$ cat src/rtl/pacc_pkg.sv
package pacc_pkg;
  localparam int CW = 8;
  typedef logic [CW-1:0] cnt_t;

  // Selected transition for the given polarity (0 rising, 1 falling).
  function automatic logic sel_edge(input logic cur, input logic prev, input logic pol);
    return pol ? (prev & ~cur) : (cur & ~prev);
  endfunction

  // Incremented count and its carry out of the top bit.
  function automatic logic [CW:0] bump(input cnt_t c);
    return {1'b0, c} + {{CW{1'b0}}, 1'b1};
  endfunction
endpackage

$ cat src/rtl/pacc_sync.sv
module pacc_sync #(
  parameter int STAGES = 2
) (
  input  logic clk_i,
  input  logic rst_ni,
  input  logic pin_i,
  output logic lvl_o,
  output logic prev_o
);
  logic [STAGES-1:0] sr_q;
  logic              prev_q;

  generate
    if (STAGES == 1) begin : g_one
      always_ff @(posedge clk_i) begin
        if (!rst_ni) sr_q <= '0;
        else         sr_q <= pin_i;
      end
    end else begin : g_many
      always_ff @(posedge clk_i) begin
        if (!rst_ni) sr_q <= '0;
        else         sr_q <= {sr_q[STAGES-2:0], pin_i};
      end
    end
  endgenerate

  always_ff @(posedge clk_i) begin
    if (!rst_ni) prev_q <= 1'b0;
    else         prev_q <= sr_q[STAGES-1];
  end

  assign lvl_o  = sr_q[STAGES-1];
  assign prev_o = prev_q;

  // Cycles since reset, saturating, so the delay check never looks before reset.
  logic [1:0] age_q;
  always_ff @(posedge clk_i) begin
    if (!rst_ni)           age_q <= '0;
    else if (age_q != 2'd3) age_q <= age_q + 2'd1;
  end

  // synchronized level follows the pin two edges later
  a_r2_sync_delay: assert property (@(posedge clk_i) disable iff (!rst_ni)
    (STAGES == 2 && age_q >= 2'd2) |-> (lvl_o == $past(pin_i, 2)));
endmodule

$ cat src/rtl/pacc_tick.sv
module pacc_tick #(
  parameter int DIV = 256
) (
  input  logic clk_i,
  input  logic rst_ni,
  output logic tick_o
);
  localparam int DW = (DIV > 1) ? $clog2(DIV) : 1;
  localparam logic [DW-1:0] LAST = DW'(DIV - 1);

  logic [DW-1:0] div_q;

  always_ff @(posedge clk_i) begin
    if (!rst_ni)             div_q <= '0;
    else if (div_q == LAST)  div_q <= '0;
    else                     div_q <= div_q + 1'b1;
  end

  assign tick_o = (div_q == LAST);

  // Independent spacing counter for the tick period check.
  logic [DW:0] gap_q;
  always_ff @(posedge clk_i) begin
    if (!rst_ni)     gap_q <= '0;
    else if (tick_o) gap_q <= '0;
    else             gap_q <= gap_q + 1'b1;
  end

  // ticks are exactly DIV clocks apart, first one DIV edges after reset
  a_r4_tick_spacing: assert property (@(posedge clk_i) disable iff (!rst_ni)
    tick_o |-> (gap_q == (DW+1)'(DIV - 1)));
  a_r4_no_early_tick: assert property (@(posedge clk_i) disable iff (!rst_ni)
    (gap_q < (DW+1)'(DIV - 1)) |-> !tick_o);
endmodule

$ cat src/rtl/pacc_core.sv
module pacc_core
  import pacc_pkg::*;
(
  input  logic       clk_i,
  input  logic       rst_ni,
  input  logic       lvl_i,
  input  logic       prev_i,
  input  logic       tick_i,
  input  logic       mode_gated_i,
  input  logic       pol_i,
  input  logic       en_i,
  input  logic       cnt_wr_i,
  input  cnt_t       cnt_wdata_i,
  input  logic       flag_clr_wr_i,
  input  logic [1:0] flag_clr_i,
  output cnt_t       count_o,
  output logic       ovf_o,
  output logic       inflag_o
);
  cnt_t       cnt_q;
  logic       ovf_q, inf_q;
  logic       ev_hit, trail_hit, active, do_inc, set_ovf, set_in;
  logic [CW:0] nxt;

  assign ev_hit    = sel_edge(lvl_i, prev_i, pol_i);
  assign trail_hit = sel_edge(lvl_i, prev_i, ~pol_i);
  assign active    = lvl_i ^ pol_i;
  assign do_inc    = en_i & (mode_gated_i ? (tick_i & active) : ev_hit);
  assign nxt       = bump(cnt_q);
  assign set_ovf   = do_inc & ~cnt_wr_i & nxt[CW];
  assign set_in    = en_i & (mode_gated_i ? trail_hit : ev_hit);

  always_ff @(posedge clk_i) begin
    if (!rst_ni)       cnt_q <= '0;
    else if (cnt_wr_i) cnt_q <= cnt_wdata_i;
    else if (do_inc)   cnt_q <= nxt[CW-1:0];
  end

  always_ff @(posedge clk_i) begin
    if (!rst_ni) begin
      ovf_q <= 1'b0;
      inf_q <= 1'b0;
    end else begin
      ovf_q <= set_ovf | (ovf_q & ~(flag_clr_wr_i & flag_clr_i[0]));
      inf_q <= set_in  | (inf_q & ~(flag_clr_wr_i & flag_clr_i[1]));
    end
  end

  assign count_o  = cnt_q;
  assign ovf_o    = ovf_q;
  assign inflag_o = inf_q;

  // a write always lands, advance or not
  a_r8_write_wins: assert property (@(posedge clk_i) disable iff (!rst_ni)
    cnt_wr_i |=> (count_o == $past(cnt_wdata_i)));
  // wrap sets overflow
  a_r6_wrap_sets_ovf: assert property (@(posedge clk_i) disable iff (!rst_ni)
    (do_inc && !cnt_wr_i && cnt_q == 8'hFF) |=> (ovf_o && count_o == 8'h00));
  // disabled accumulator holds its count without a write
  a_r5_hold_disabled: assert property (@(posedge clk_i) disable iff (!rst_ni)
    (!en_i && !cnt_wr_i) |=> $stable(count_o));
  // event mode holds without a selected transition
  a_r3_no_edge_hold: assert property (@(posedge clk_i) disable iff (!rst_ni)
    (!mode_gated_i && !ev_hit && !cnt_wr_i) |=> $stable(count_o));
  // gated mode holds while pin is inactive
  a_r4_inactive_hold: assert property (@(posedge clk_i) disable iff (!rst_ni)
    (mode_gated_i && !active && !cnt_wr_i) |=> $stable(count_o));
  // clear without a set empties the flag
  a_r9_clear_ovf: assert property (@(posedge clk_i) disable iff (!rst_ni)
    (flag_clr_wr_i && flag_clr_i[0] && !set_ovf) |=> !ovf_o);
  // input flag rises only from a set event
  a_r7_inflag_cause: assert property (@(posedge clk_i) disable iff (!rst_ni)
    $rose(inflag_o) |-> $past(set_in));
endmodule

$ cat src/rtl/pacc_top.sv
module pacc_top
  import pacc_pkg::*;
#(
  parameter int SYNC_STAGES = 2,
  parameter int TICK_DIV    = 256
) (
  input  logic       clk_i,
  input  logic       rst_ni,
  input  logic       pin_i,
  input  logic       mode_gated_i,
  input  logic       pol_i,
  input  logic       en_i,
  input  logic       cnt_wr_i,
  input  logic [7:0] cnt_wdata_i,
  input  logic       flag_clr_wr_i,
  input  logic [1:0] flag_clr_i,
  input  logic       ie_ovf_i,
  input  logic       ie_in_i,
  output logic [7:0] count_o,
  output logic       ovf_flag_o,
  output logic       in_flag_o,
  output logic       irq_ovf_o,
  output logic       irq_in_o
);
  logic lvl_w, prev_w, tick_w;

  pacc_sync #(.STAGES(SYNC_STAGES)) u_sync (
    .clk_i(clk_i), .rst_ni(rst_ni), .pin_i(pin_i),
    .lvl_o(lvl_w), .prev_o(prev_w)
  );

  pacc_tick #(.DIV(TICK_DIV)) u_tick (
    .clk_i(clk_i), .rst_ni(rst_ni), .tick_o(tick_w)
  );

  pacc_core u_core (
    .clk_i(clk_i), .rst_ni(rst_ni),
    .lvl_i(lvl_w), .prev_i(prev_w), .tick_i(tick_w),
    .mode_gated_i(mode_gated_i), .pol_i(pol_i), .en_i(en_i),
    .cnt_wr_i(cnt_wr_i), .cnt_wdata_i(cnt_wdata_i),
    .flag_clr_wr_i(flag_clr_wr_i), .flag_clr_i(flag_clr_i),
    .count_o(count_o), .ovf_o(ovf_flag_o), .inflag_o(in_flag_o)
  );

  assign irq_ovf_o = ovf_flag_o & ie_ovf_i;
  assign irq_in_o  = in_flag_o & ie_in_i;

  // a request never appears without its flag
  a_r10_irq_needs_flag: assert property (@(posedge clk_i) disable iff (!rst_ni)
    (irq_ovf_o || irq_in_o) |-> (ovf_flag_o || in_flag_o));
  // first cycle after reset is clean
  a_r1_reset_clean: assert property (@(posedge clk_i)
    !rst_ni |=> (count_o == 8'h00 && !ovf_flag_o && !in_flag_o));
endmodule

$ cat config.mk
export PLATFORM = sky130hd
export DESIGN_NAME = pacc_top
export DESIGN_NICKNAME = d
export VERILOG_FILES = /design/src/rtl/pacc_pkg.sv /design/src/rtl/pacc_sync.sv /design/src/rtl/pacc_tick.sv /design/src/rtl/pacc_core.sv /design/src/rtl/pacc_top.sv
export SDC_FILE = /design/constraint.sdc
export NUM_CORES = 1
export LEC_CHECK = 0
export BUFFER_PORTS_ARGS = -buffer_cell sky130_fd_sc_hd__buf_2
export CORE_MARGIN = 5
export CORE_UTILIZATION = 45
export CTS_CLUSTER_DIAMETER = 40
export CTS_CLUSTER_SIZE = 20
export DETAILED_ROUTE_END_ITERATION = 7
export GPL_TIMING_DRIVEN = 0
export PLACE_DENSITY = 0.74
export SYNTH_ARGS = -nofsm -noshare
export SYNTH_HDL_FRONTEND = slang
export SYNTH_SLANG_ARGS = --single-unit
$ cat constraint.sdc
create_clock -name clk_i -period 4.85 [get_ports clk_i]
set_input_delay 0.97 -clock clk_i [delete_from_list [all_inputs] [get_ports clk_i]]
set_output_delay 0.97 -clock clk_i [all_outputs]
set_load 0.05 [all_outputs]
==> metrics.txt <==
Hold Path Depth=1; total overflow reported by the global router=0; antenna violations before repair=0; footprint of the flip-flops and latches=around 420 um^2; maximum buffer depth of the clock tree=2; later-pin clock latency in the skew report=approximately 0.29 ns; end point of the worst hold path=u_sync.sr_q[1]; initial standard-cell utilization of the core=0.480; run status=complete, no violations; proportion of netlist area held by the largest area contributor=0.388; Post-synth EDFFs=0; average footprint of a synthesized cell=between 8 and 9 um^2; most frequent cell after synthesis=dfxtp_1; post-synth design cell area=~0.0011 mm^2; hold-fix buffer count after cts=0; First DRT Iteration DRCs=36; Die W=59.0 um; net count reported at finish=about 190; WL final=about 2500 um; xor and xnor area share after synthesis=0.0647; final hold violations=0; power per cell area=252 mW/mm^2; wire length of the first global-routing pass=4350 um; post-synthesis sequential area ratio=0.388; proportion of synthesized flip-flops having asynchronous set or reset=0; area of the core=~0.0023 mm^2; type of element capturing the critical path=output port; crit-path max cell delay=roughly 0.20 ns; data required time of the critical path=a little under 4 ns; utilization of the core after routing=0.576; Setup CP Type=in -> out; count of pins on the block boundary=32; number of maximum-capacitance constraint violations=0; number of detailed-route iterations in the first pass=4; buffers plus inverters on the worst setup path=2; Setup WS post-layout=about 2.5 ns; clk root buf=clkbuf_4; fraction of the mapped netlist area in compound gates=0.234; standard-cell row count=17; maximum number of pins on one net before global-route repair=12; DR vias/cell=~5.5; largest family of logic cells by synthesized area=simple AND/OR/NAND/NOR gates; Final Max Slew Viols=0; worst-path cell chain=buf_2 > and2_1 > buf_2; synthesized-area fraction occupied by and/or/nand/nor cells=0.252; number of distinct standard cells referenced by the synthesized netlist=35; Detailed Place HPWL=approximately 2000 um; worst min-delay path class=reg -> reg; Placement Setup Slack=between 2 and 2.5 ns; Chip Height=~60 um; average wire per standard cell=~13 um; final weighted congestion in routability-driven placement=0.807; number of clock sinks seen by CTS=21; adder-cell share of the synthesized area=0.0231; Setup TNS=0 ns; fraction of the cycle the final worst path needs=0.490; critical path peak fanout=1; number of buffers inserted to repair setup after CTS=0; Filler Cell Count=229; Reg2Reg Depth=6; Remaining DRCs=0; setup repair after global routing missed its margin=false; Warnings, synthesis=0; Fmax achieved=0.421 GHz; cell mode on critical path=buf_2; worst-case register-to-register setup slack=approximately 2.7 ns; leakage power of the design=0.000532 uW; Yosys reg bits=21; via count of the first global-routing pass=roughly 1000; clock slew seen by the registers of the worst setup and hold paths=0.11 ns; arrival time reported for the critical path endpoint=1.41 ns; Crit path max-delay family=buffers and inverters; fraction of final layout cells sized beyond drive strength 1=0.227; commonest cells in the synthesized netlist=dfxtp_1, nor2_1, o21ai_0; Peak supply drop=roughly 0.17 mV; DIE AREA=around 0.0035 mm^2; CP max-delay cell=buf_2; area grow syn2layout=20.0%; clock buffers created by TritonCTS=3; reg-to-reg startpoint=u_tick.div_q[0]; CTS tree=done; antenna diode count=0; Mapped Nets=150; total of cells resized after clock tree synthesis=0; Slew Limit Headroom=0.556; leading area contributor after synthesis=dfxtp_1; kind of start point of the critical path=input port; worst setup skew after layout=0.00359 ns; GR Util All Layers=0.158; total number of H-tree levels=1; Post-DRT Antenna Nets=0; hold wc startpoint=u_sync.sr_q[0]; slew at the pin closest to its max-slew limit=0.664 ns; area of the multi-input gates=around 630 um^2; post-synthesis mux area share=0.00925; worst reg2reg path endpoint=u_core.count_o[3]; post-synthesis instance total=about 130; Area contributors post-synth=dfxtp_1, nor2_1, o21ai_0; port bufs=31; routed vias=~1100; most instantiated flip-flop cell in the synthesis netlist=dfxtp_1; number of setup violations in the final report=0; final critical-path required period=2.38 ns
-- power by group --
group / leakage (uW) / internal (uW) / switching [uW]
Combinational: 0.000345 / 19.5 / 36.4
Sequential: 0.000172 / 180 / 8.56
Clock: 0.0000150 / 31.9 / 50.8
-- kinds of logic (layout without fill, tap and decap cells) --
| group | Yosys count | after routing |
|---|---|---|
| and+or+nand+nor | 53 | 53 |
| AOI/OAI and AO/OA | 35 | 35 |
| DFF | 21 | 21 |
| xor gates and xnor gates | 8 | 8 |
| buffers and inverters | 8 | 43 |
| adders and majority gates | 2 | 2 |
| muxes | 1 | 1 |
-- worst reg2reg max path: stages, from the launching register on --
cell	delay, ns
dfxtp_1	0.40
ha_1	0.23
and4_1	0.27
or4b_1	0.43
buf_2	0.19
a2111oi_0	0.44
a211oi_1	0.10
-- layer usage --
metal / vias to the layer above / global-route usage / share of wire
met2: 24 / 0.273 / 0.47
met4: 0 / 0.0194 / 0.0071
met3: 2 / 0.0283 / 0.053
met5: - / 0 / 0
met1: 494 / 0.209 / 0.47
li1: 539 / - / -
-- state kept, by name (all words and copies together), names as in the netlist --
signal and cells:
u_sync.sr_q 2, u_tick.div_q 8, u_core.ovf_o 1, u_sync.prev_o 1, u_core.count_o 8, u_core.inflag_o 1
-- cell usage in the layout (no fill, tap or decap) --
cell and n:
nor2b_1 1, nand3_1 9, xor2_1 3, a2111oi_2 1
a21o_1 3, a22oi_1 1, a21boi_0 2, nand2b_1 1
nor2_1 17, nand2_1 9, buf_2 32, or2b_1 1
a2111oi_0 4, ha_1 2, o21a_1 2, and4_1 1
a211oi_1 6, clkbuf_1 4, and2_1 5, mux2i_1 1
o21ai_1 1, and3_1 1, nor3b_1 1, and3b_1 1
inv_1 4, dfxtp_1 21, nor4b_2 1, a31oi_1 1
o2111a_1 2, nor3_1 2, nand4_1 2, clkbuf_4 3
xnor2_1 5, o41ai_1 1, or4b_1 1, o21ai_0 11
-- area by class of cell --
class,instances,area share
Multi-Input combinational cell,99,0.486
Timing Repair Buffer,31,0.119
Tap cell,28,0.0270
Sequential cell,21,0.324
Inverter,4,0.0116
Clock buffer,4,0.0202
Buffer,4,0.0125
-- stage by stage --
step | hold slack, ns | std cells | power, uW | cell area [um^2]
floorplan | 0.412 | 128 | 229 | 1080
finish | 0.451 | 191 | 328 | 1300
global route | 0.483 | 191 | 347 | 1300
global placement | 0.424 | 187 | 246 | 1270
CTS | 0.460 | 191 | 329 | 1300
detailed placement | 0.431 | 187 | 248 | 1270
-- worst max-delay path by stage --
stage	start	end	slack, ns	cells after the start
global route	pol_i	u_core.count_o[4]	2.46	6
finish	ie_ovf_i	irq_ovf_o	2.47	3
CTS	ie_ovf_i	irq_ovf_o	2.47	3
detailed placement	pol_i	u_core.count_o[3]	2.23	6
global placement	pol_i	u_core.count_o[3]	2.28	6
floorplan	ie_ovf_i	irq_ovf_o	2.50	1
Power figures use the tool's default switching activity.
